<file path="config.mk">
export PLATFORM = sky130hd
export DESIGN_NAME = regport_top
export DESIGN_NICKNAME = d
export VERILOG_FILES = /design/src/rtl/regport_pkg.sv /design/src/rtl/regport_ctrl.sv /design/src/rtl/regport_dp.sv /design/src/rtl/regport_top.sv
export SDC_FILE = /design/constraint.sdc
export NUM_CORES = 1
export LEC_CHECK = 0
export BUFFER_PORTS_ARGS = -buffer_cell sky130_fd_sc_hd__buf_2
export CORE_ASPECT_RATIO = 0.7
export CORE_MARGIN = 5
export CORE_UTILIZATION = 29
export CTS_BUF_LIST = sky130_fd_sc_hd__clkbuf_16
export DETAILED_ROUTE_END_ITERATION = 16
export GPL_ROUTABILITY_DRIVEN = 0
export PLACE_DENSITY = 0.68
export SETUP_SLACK_MARGIN = 0.5
export SYNTH_ARGS = -nofsm -noshare
export SYNTH_HDL_FRONTEND = slang
export SYNTH_SLANG_ARGS = --single-unit
</file>
<file path="constraint.sdc">
create_clock -name clk -period 1.54 [get_ports clk]
set_input_delay 0.231 -clock clk [delete_from_list [all_inputs] [get_ports clk]]
set_output_delay 0.231 -clock clk [all_outputs]
set_load 0.02 [all_outputs]
</file>
<file path="src/rtl/regport_pkg.sv">
package regport_pkg;
  // Strobes passed from the access decoder to the register datapath.
  typedef struct packed {
    logic idxWr;
    logic statWr;
    logic cfgWr;
    logic rdIdx;
    logic rdStat;
    logic rdCfg;
  } regStb_t;
endpackage

</file>
<file path="src/rtl/regport_ctrl.sv">
module regport_ctrl
  import regport_pkg::*;
#(
  parameter int IDX_W    = 2,
  parameter int STAT_IDX = 0,
  parameter int CFG_IDX  = 1
) (
  input  logic             clk,
  input  logic             rstN,
  input  logic             csN,
  input  logic             portSel,
  input  logic             readDir,
  input  logic             accStb,
  input  logic [IDX_W-1:0] idxQ,
  output regStb_t          stb,
  output logic             busOe
);
  localparam logic [IDX_W-1:0] STAT_SEL = IDX_W'(STAT_IDX);
  localparam logic [IDX_W-1:0] CFG_SEL  = IDX_W'(CFG_IDX);

  logic selected;
  logic wrAcc;
  logic rdAcc;
  logic hitStat;
  logic hitCfg;

  always_comb begin
    selected = !csN;
    wrAcc    = selected && !readDir && accStb;
    rdAcc    = selected && readDir;
    hitStat  = (idxQ == STAT_SEL);
    hitCfg   = (idxQ == CFG_SEL);

    stb.idxWr  = wrAcc && portSel;
    stb.statWr = wrAcc && !portSel && hitStat;
    stb.cfgWr  = wrAcc && !portSel && hitCfg;
    stb.rdIdx  = rdAcc && portSel;
    stb.rdStat = rdAcc && !portSel && hitStat;
    stb.rdCfg  = rdAcc && !portSel && hitCfg;
    busOe      = rdAcc;
  end

  // at most one register is written per cycle
  p_one_target_r3: assert property (@(posedge clk) disable iff (!rstN)
    $onehot0({stb.idxWr, stb.statWr, stb.cfgWr}));
endmodule

</file>
<file path="src/rtl/regport_dp.sv">
module regport_dp
  import regport_pkg::*;
#(
  parameter int DATA_W = 16,
  parameter int IDX_W  = 2,
  parameter int N_EVT  = 5,
  parameter int IE_BIT = 9,
  parameter logic [DATA_W-1:0] CFG_MASK = 16'h0043
) (
  input  logic              clk,
  input  logic              rstN,
  input  regStb_t           stb,
  input  logic              busOe,
  input  logic [DATA_W-1:0] wrData,
  input  logic [N_EVT-1:0]  evtSet,
  output logic [IDX_W-1:0]  idxQ,
  output logic [DATA_W-1:0] cfgQ,
  output logic [DATA_W-1:0] rdData,
  output logic              intN
);
  localparam int IDX_PAD = DATA_W - IDX_W;

  logic [N_EVT-1:0]  flagQ;
  logic              ieQ;
  logic [DATA_W-1:0] statView;

  // index register
  always_ff @(posedge clk) begin
    if (!rstN)          idxQ <= '0;
    else if (stb.idxWr) idxQ <= wrData[IDX_W-1:0];
  end

  // sticky flags: event set takes priority over host clear
  always_ff @(posedge clk) begin
    if (!rstN) begin
      flagQ <= '0;
    end else begin
      for (int i = 0; i < N_EVT; i++) begin
        if (evtSet[i])                     flagQ[i] <= 1'b1;
        else if (stb.statWr && wrData[i])  flagQ[i] <= 1'b0;
      end
    end
  end

  always_ff @(posedge clk) begin
    if (!rstN)           ieQ <= 1'b0;
    else if (stb.statWr) ieQ <= wrData[IE_BIT];
  end

  always_ff @(posedge clk) begin
    if (!rstN)          cfgQ <= '0;
    else if (stb.cfgWr) cfgQ <= wrData & CFG_MASK;
  end

  always_comb begin
    statView                = '0;
    statView[N_EVT-1:0]     = flagQ;
    statView[IE_BIT]        = ieQ;
  end

  always_comb begin
    rdData = '0;
    if (busOe) begin
      if (stb.rdIdx)       rdData = {{IDX_PAD{1'b0}}, idxQ};
      else if (stb.rdStat) rdData = statView;
      else if (stb.rdCfg)  rdData = cfgQ;
    end
  end

  assign intN = !(ieQ && (|flagQ));

  // index holds unless written through the index port
  p_idx_hold_r2: assert property (@(posedge clk) disable iff (!rstN)
    !stb.idxWr |=> $stable(idxQ));

  // every pulsed event is visible as a set flag one cycle later
  p_evt_sticky_r6: assert property (@(posedge clk) disable iff (!rstN)
    (|evtSet) |=> ((flagQ & $past(evtSet)) == $past(evtSet)));

  // without a decoded register write, enable and config stay put
  p_no_stray_write_r11: assert property (@(posedge clk) disable iff (!rstN)
    !(stb.statWr || stb.cfgWr) |=> ($stable(cfgQ) && $stable(ieQ)));

  // bus data is quiet while not driving
  p_quiet_bus_r4: assert property (@(posedge clk) disable iff (!rstN)
    !busOe |-> (rdData == '0));
endmodule

</file>
<file path="src/rtl/regport_top.sv">
module regport_top
  import regport_pkg::*;
#(
  parameter int DATA_W       = 16,
  parameter int IDX_W        = 2,
  parameter int N_EVT        = 5,
  parameter int IE_BIT       = 9,
  parameter int STAT_IDX     = 0,
  parameter int CFG_IDX      = 1,
  parameter int BUSCTL_BIT   = 0,
  parameter int STRB_BIT     = 1,
  parameter int BURSTREL_BIT = 6
) (
  input  logic              clk,
  input  logic              rstN,
  input  logic              csN,
  input  logic              portSel,
  input  logic              readDir,
  input  logic              accStb,
  input  logic [DATA_W-1:0] wrData,
  input  logic [N_EVT-1:0]  evtSet,
  output logic [DATA_W-1:0] rdData,
  output logic              busOe,
  output logic              intN,
  output logic              busCtlMode,
  output logic              strbMode,
  output logic              burstRelEn
);
  localparam logic [DATA_W-1:0] CFG_MASK =
      (DATA_W'(1) << BUSCTL_BIT) | (DATA_W'(1) << STRB_BIT) | (DATA_W'(1) << BURSTREL_BIT);

  regStb_t           stb;
  logic [IDX_W-1:0]  idxQ;
  logic [DATA_W-1:0] cfgQ;

  regport_ctrl #(.IDX_W(IDX_W), .STAT_IDX(STAT_IDX), .CFG_IDX(CFG_IDX)) u_ctrl (
    .clk(clk), .rstN(rstN), .csN(csN), .portSel(portSel), .readDir(readDir),
    .accStb(accStb), .idxQ(idxQ), .stb(stb), .busOe(busOe)
  );

  regport_dp #(.DATA_W(DATA_W), .IDX_W(IDX_W), .N_EVT(N_EVT), .IE_BIT(IE_BIT),
               .CFG_MASK(CFG_MASK)) u_dp (
    .clk(clk), .rstN(rstN), .stb(stb), .busOe(busOe), .wrData(wrData),
    .evtSet(evtSet), .idxQ(idxQ), .cfgQ(cfgQ), .rdData(rdData), .intN(intN)
  );

  assign busCtlMode = cfgQ[BUSCTL_BIT];
  assign strbMode   = cfgQ[STRB_BIT];
  assign burstRelEn = cfgQ[BURSTREL_BIT];
endmodule

</file>
### Word-level counts from Yosys, hierarchy flattened

Cells that the tools add are included.

* equal/unequal tests: 1
* muxes and demuxes: 14
* reduce and logical (&&, ||, !) cells: 28

Operators by type and width (number)
* $mux 16: 3
* $logic_and 1x1->1: 17
* $mux 1: 10
* $reduce_bool 2->1: 5
* $mux 7: 1
* $reduce_or 5->1: 1
* $logic_not 1->1: 4
* $eq 2x1->1 const B: 1
* $logic_not 2->1: 1

* flip-flop bits (word level): 11
* input port bits: 27
* output and inout bits: 21
* logic and storage cells: 51

### Depth between registers and ports, before layout

* depth after elaboration: 8
* gate-level depth with buffers: 4
* gate-level depth less buffers: 3

### Modules after synthesis

A second synthesis with hierarchy kept.

* cell total of the unflattened synthesis: 84
* area, all modules: 749.5 um^2

Modules (own cells, without submodules)
* regport_dp: instances 1, cells an instance 75, area each 675.6 um^2, sequential area each 220.2 um^2
* regport_ctrl: instances 1, cells an instance 9, area each 73.8 um^2, sequential area each 0.0 um^2

### Least setup slack after synthesis

No wires, ideal clock.

* path kind: register -> output
* from: register u_dp.idxQ[0]
* to: output port rdData[0]
* arrival: 1.472 ns
* slack: -0.163 ns
* cell stages (with the launch flop): 4
* path buffers: 1
* cells stage by stage: dfxtp_1 clkbuf_1 or4b_2 a31oi_1

* word-level cells in the longest chain between the ends: 6

RTL lines
* start: declaration: RTL line regport_dp.sv:16 `output logic [IDX_W-1:0] idxQ,`
* start signal: assignment: RTL line regport_dp.sv:30 `else if (stb.idxWr) idxQ <= wrData[IDX_W-1:0];`
* $eq 2x1->1: RTL line regport_ctrl.sv:32 `hitCfg = (idxQ == CFG_SEL);`
* $logic_and 1x1->1: RTL line regport_ctrl.sv:39 `stb.rdCfg = rdAcc && !portSel && hitCfg;`
* $mux 7: RTL line regport_dp.sv:66 `else if (stb.rdCfg) rdData = cfgQ;`
* $mux 16: RTL line regport_dp.sv:65 `else if (stb.rdStat) rdData = statView;`
* $mux 16 *: RTL line regport_dp.sv:64 `if (stb.rdIdx) rdData = {{IDX_PAD{1'b0}}, idxQ};`
* $mux 16 *: RTL line regport_dp.sv:63 `if (busOe) begin`
* end: declaration: RTL line regport_top.sv:22 `output logic [DATA_W-1:0] rdData,`

Mark *: on every way between the ends. The rest lies on a longest branch, timed or not.

### Worst setup path after layout

* from: register u_dp.idxQ[1]
* to: output port rdData[0]

* word-level cells in the longest chain between the ends: 6

RTL lines (RTL line)
* $eq 2x1->1: regport_ctrl.sv:32
* $logic_and 1x1->1: regport_ctrl.sv:39
* $mux 7: regport_dp.sv:66
* $mux 16 *: regport_dp.sv:65
* $mux 16 *: regport_dp.sv:64
* $mux 16 *: regport_dp.sv:63

Marked as above.

==> run metrics <==
DR WL/cell 11.7 um; Core Region 2120 um2; Post-Syn Area 637 um2; Final Hold Vio Count 0; post-route cell area 1050 um2; H-tree levels 1; DP HPWL 1340 um; max-slew violation count 0; post-synthesis adder-cell area fraction 0; CP max FO 4; simple-gate share of the synthesized area 0.257; clock transition at the registers of the reported paths 40 ps; Final Total Pwr 0.000911 W; clk_lat worst skew 240 ps; antenna diode instance count 0; Ports 48; CTS tree done; CTS sink count 11; post-CTS setup buffer count 0; Clock Tree Buf Depth 2; mean post-synth cell area 7.96 um2; initial antenna violation count 0; GRT Overall Usage 0.107; via/cell ratio 4.30; total global routing overflow 0; top_reg_cell synth dfxtp_1; clock period minus worst slack 1630 ps; Seq cells post-synth 11; Post-Layout Cell Count 148; Die Area 3250 um2; fin util 0.495; Final Setup Violations 7; total number of vias 636; antenna viol nets, final 0; Leakage 0.510 nW; Post-route DRC 0; share of post-route cells with drive strength above 1 0.517; post-synth cell types 23; CP Class reg -> out; CP max stage delay 550 ps; PortBufs 29; floorplan row count 14; fin crit share 1.06; Root Driver clkbuf_16; main combinational cell family by area after synthesis simple AND/OR/NAND/NOR gates; dpl cell area 906 um2; Die W 66.0 um; Synth Instances 80; area growth from synthesis to layout 64.6%; Min-Delay Path Class in -> reg; EDFF count, synth 0; dpl cells 144; Compound-Gate Fraction of Synth Area 0.114; CTS buffer count 3; Peak VDD IR 0.000496 V; pwr/cell area 869 nW/um2; Crit-path slowest cell or4b_4; Startpoint Class flop; Initial Utilization 0.300; share of synthesized area spent on multiplexers 0.110; failing checks negative setup slack; Max Cap Viol 0; Initial DRT Pass Iterations 4; vias in the first global route 591; largest net degree at the start of global routing 16; Worst EP arrival 1400 ps; f_max 613 MHz; Worst Setup End Kind output port; WP data required 1310 ps; Async S/R FF share, synth 0; Clock Skew 1.78 ps; CP cell instances or4b_4, a31oi_4, buf_6; WHS 181 ps; RSZ-0062 raised after global routing yes; Layout Nets 144; status finished, violations left; xor/xnor share of the synthesized area 0; Seq/Total Area, Yosys 0.346; first-pass GRT wire length 2640 um; Detailed Route WL 1730 um; First DRT Iteration DRCs 22; Yosys warning count 0; Final WS setup -91.1 ps; Die H 49.2 um
==> final cells by class <==
type / instances / area, um2
Fill cell: 198 / 1070
Multi-Input combinational cell: 58 / 432
Timing Repair Buffer: 37 / 250
Sequential cell: 11 / 225
Clock buffer: 3 / 75.1
Tap cell: 32 / 40.0
Inverter: 6 / 22.5
Clock inverter: 1 / 3.75
==> routing by layer <==
layer,track usage,vias to the layer above,share of wire
met5,0,-,0
met3,0.0346,4,0.093
met4,0.0709,0,0.025
li1,-,327,-
met1,0.126,277,0.43
met2,0.165,28,0.45
==> layout by cell type, fill, tap and decap left out <==
cell / synthesis / layout
o21ai_0: 6 / 5
nand2_1: 13 / 13
o21ai_4: 0 / 1
inv_2: 0 / 1
nand3b_1: 1 / 1
or4_4: 0 / 1
nand3_1: 1 / 1
dfxtp_1: 11 / 7
nor4_2: 1 / 2
buf_2: 1 / 23
nor2_1: 1 / 1
clkbuf_16: 0 / 3
buf_6: 0 / 8
and2_4: 0 / 3
and2_2: 0 / 1
or3_4: 0 / 1
conb_1: 1 / 9
a31oi_4: 0 / 1
dfxtp_2: 0 / 4
or4b_4: 0 / 2
inv_1: 6 / 6
nand2b_4: 0 / 1
or3b_1: 1 / 1
nor4_4: 0 / 1
mux2i_1: 7 / 7
a31oi_1: 6 / 5
a21oi_4: 0 / 1
buf_4: 9 / 6
==> where the power goes <==
part	switching [W]	internal [W]
Combinational	0.0000764	0.0000615
Sequential	0.0000111	0.000299
Clock	0.000123	0.000340
Total	0.000211	0.000701
==> per-stage QoR <==
step | setup TNS, ps | setup slack, ps
4_1_cts | -526 | -95.6
3_3_place_gp | -132 | -45.6
6_report | -401 | -91.1
2_1_floorplan | 0 | 96.6
3_5_place_dp | -145 | -58.8
5_1_grt | -749 | -124
==> kinds of logic after synthesis <==
| family | Yosys count |
|---|---|
| other | 1 |
| AND/OR/NAND/NOR | 29 |
| multiplexers | 7 |
| buffers and inverters | 19 |
| flip-flops | 11 |
| AO/OA/AOI/OAI | 13 |
==> cell usage after synthesis (2+ instances only) <==
cell type	instances	share of area
nor4_1	2	0.020
dfxtp_1	11	0.35
clkbuf_1	3	0.018
nand2_1	13	0.077
buf_4	9	0.11
and2_1	4	0.039
o21ai_0	6	0.047
a31oi_1	6	0.059
inv_1	6	0.035
mux2i_1	7	0.11
==> registers in the layout, indices dropped and copies added, names as in the netlist <==
register,cells
u_dp.cfgQ,3
u_dp.flagQ,5
u_dp.idxQ,2
u_dp.ieQ,1
==> critical path: cells and delay by family (launching register included) <==
family | cells | cell delay (ps)
and+or+nand+nor | 1 | 550
DFF | 1 | 330
AOI/OAI and AO/OA | 1 | 150
buffers and inverters | 1 | 130
==> timing repair <==
| action | CTS | global route |
|---|---|---|
| endpoints found under the hold margin | 0 | 0 |
| pin swaps | 2 | 0 |
| hold buffers | 0 | 0 |
| endpoints found under the setup margin | 18 | 18 |
| resized for setup | 17 | 4 |
==> worst paths after layout <==
path / from / endpoint / slack (ps) / cells after the start
setup / recovery: u_dp.idxQ[1]$_SDFFE_PN0P_ / rdData[0] / -90 / 3
hold / removal: wrData[3] / u_dp.flagQ[3]$_SDFFE_PN0P_ / 180 / 2
setup reg to reg: u_dp.idxQ[1]$_SDFFE_PN0P_ / u_dp.cfgQ[1]$_SDFFE_PN0P_ / 250 / 3
hold reg to reg: u_dp.cfgQ[0]$_SDFFE_PN0P_ / u_dp.cfgQ[0]$_SDFFE_PN0P_ / 470 / 2
(Power assumes the default switching activity.)
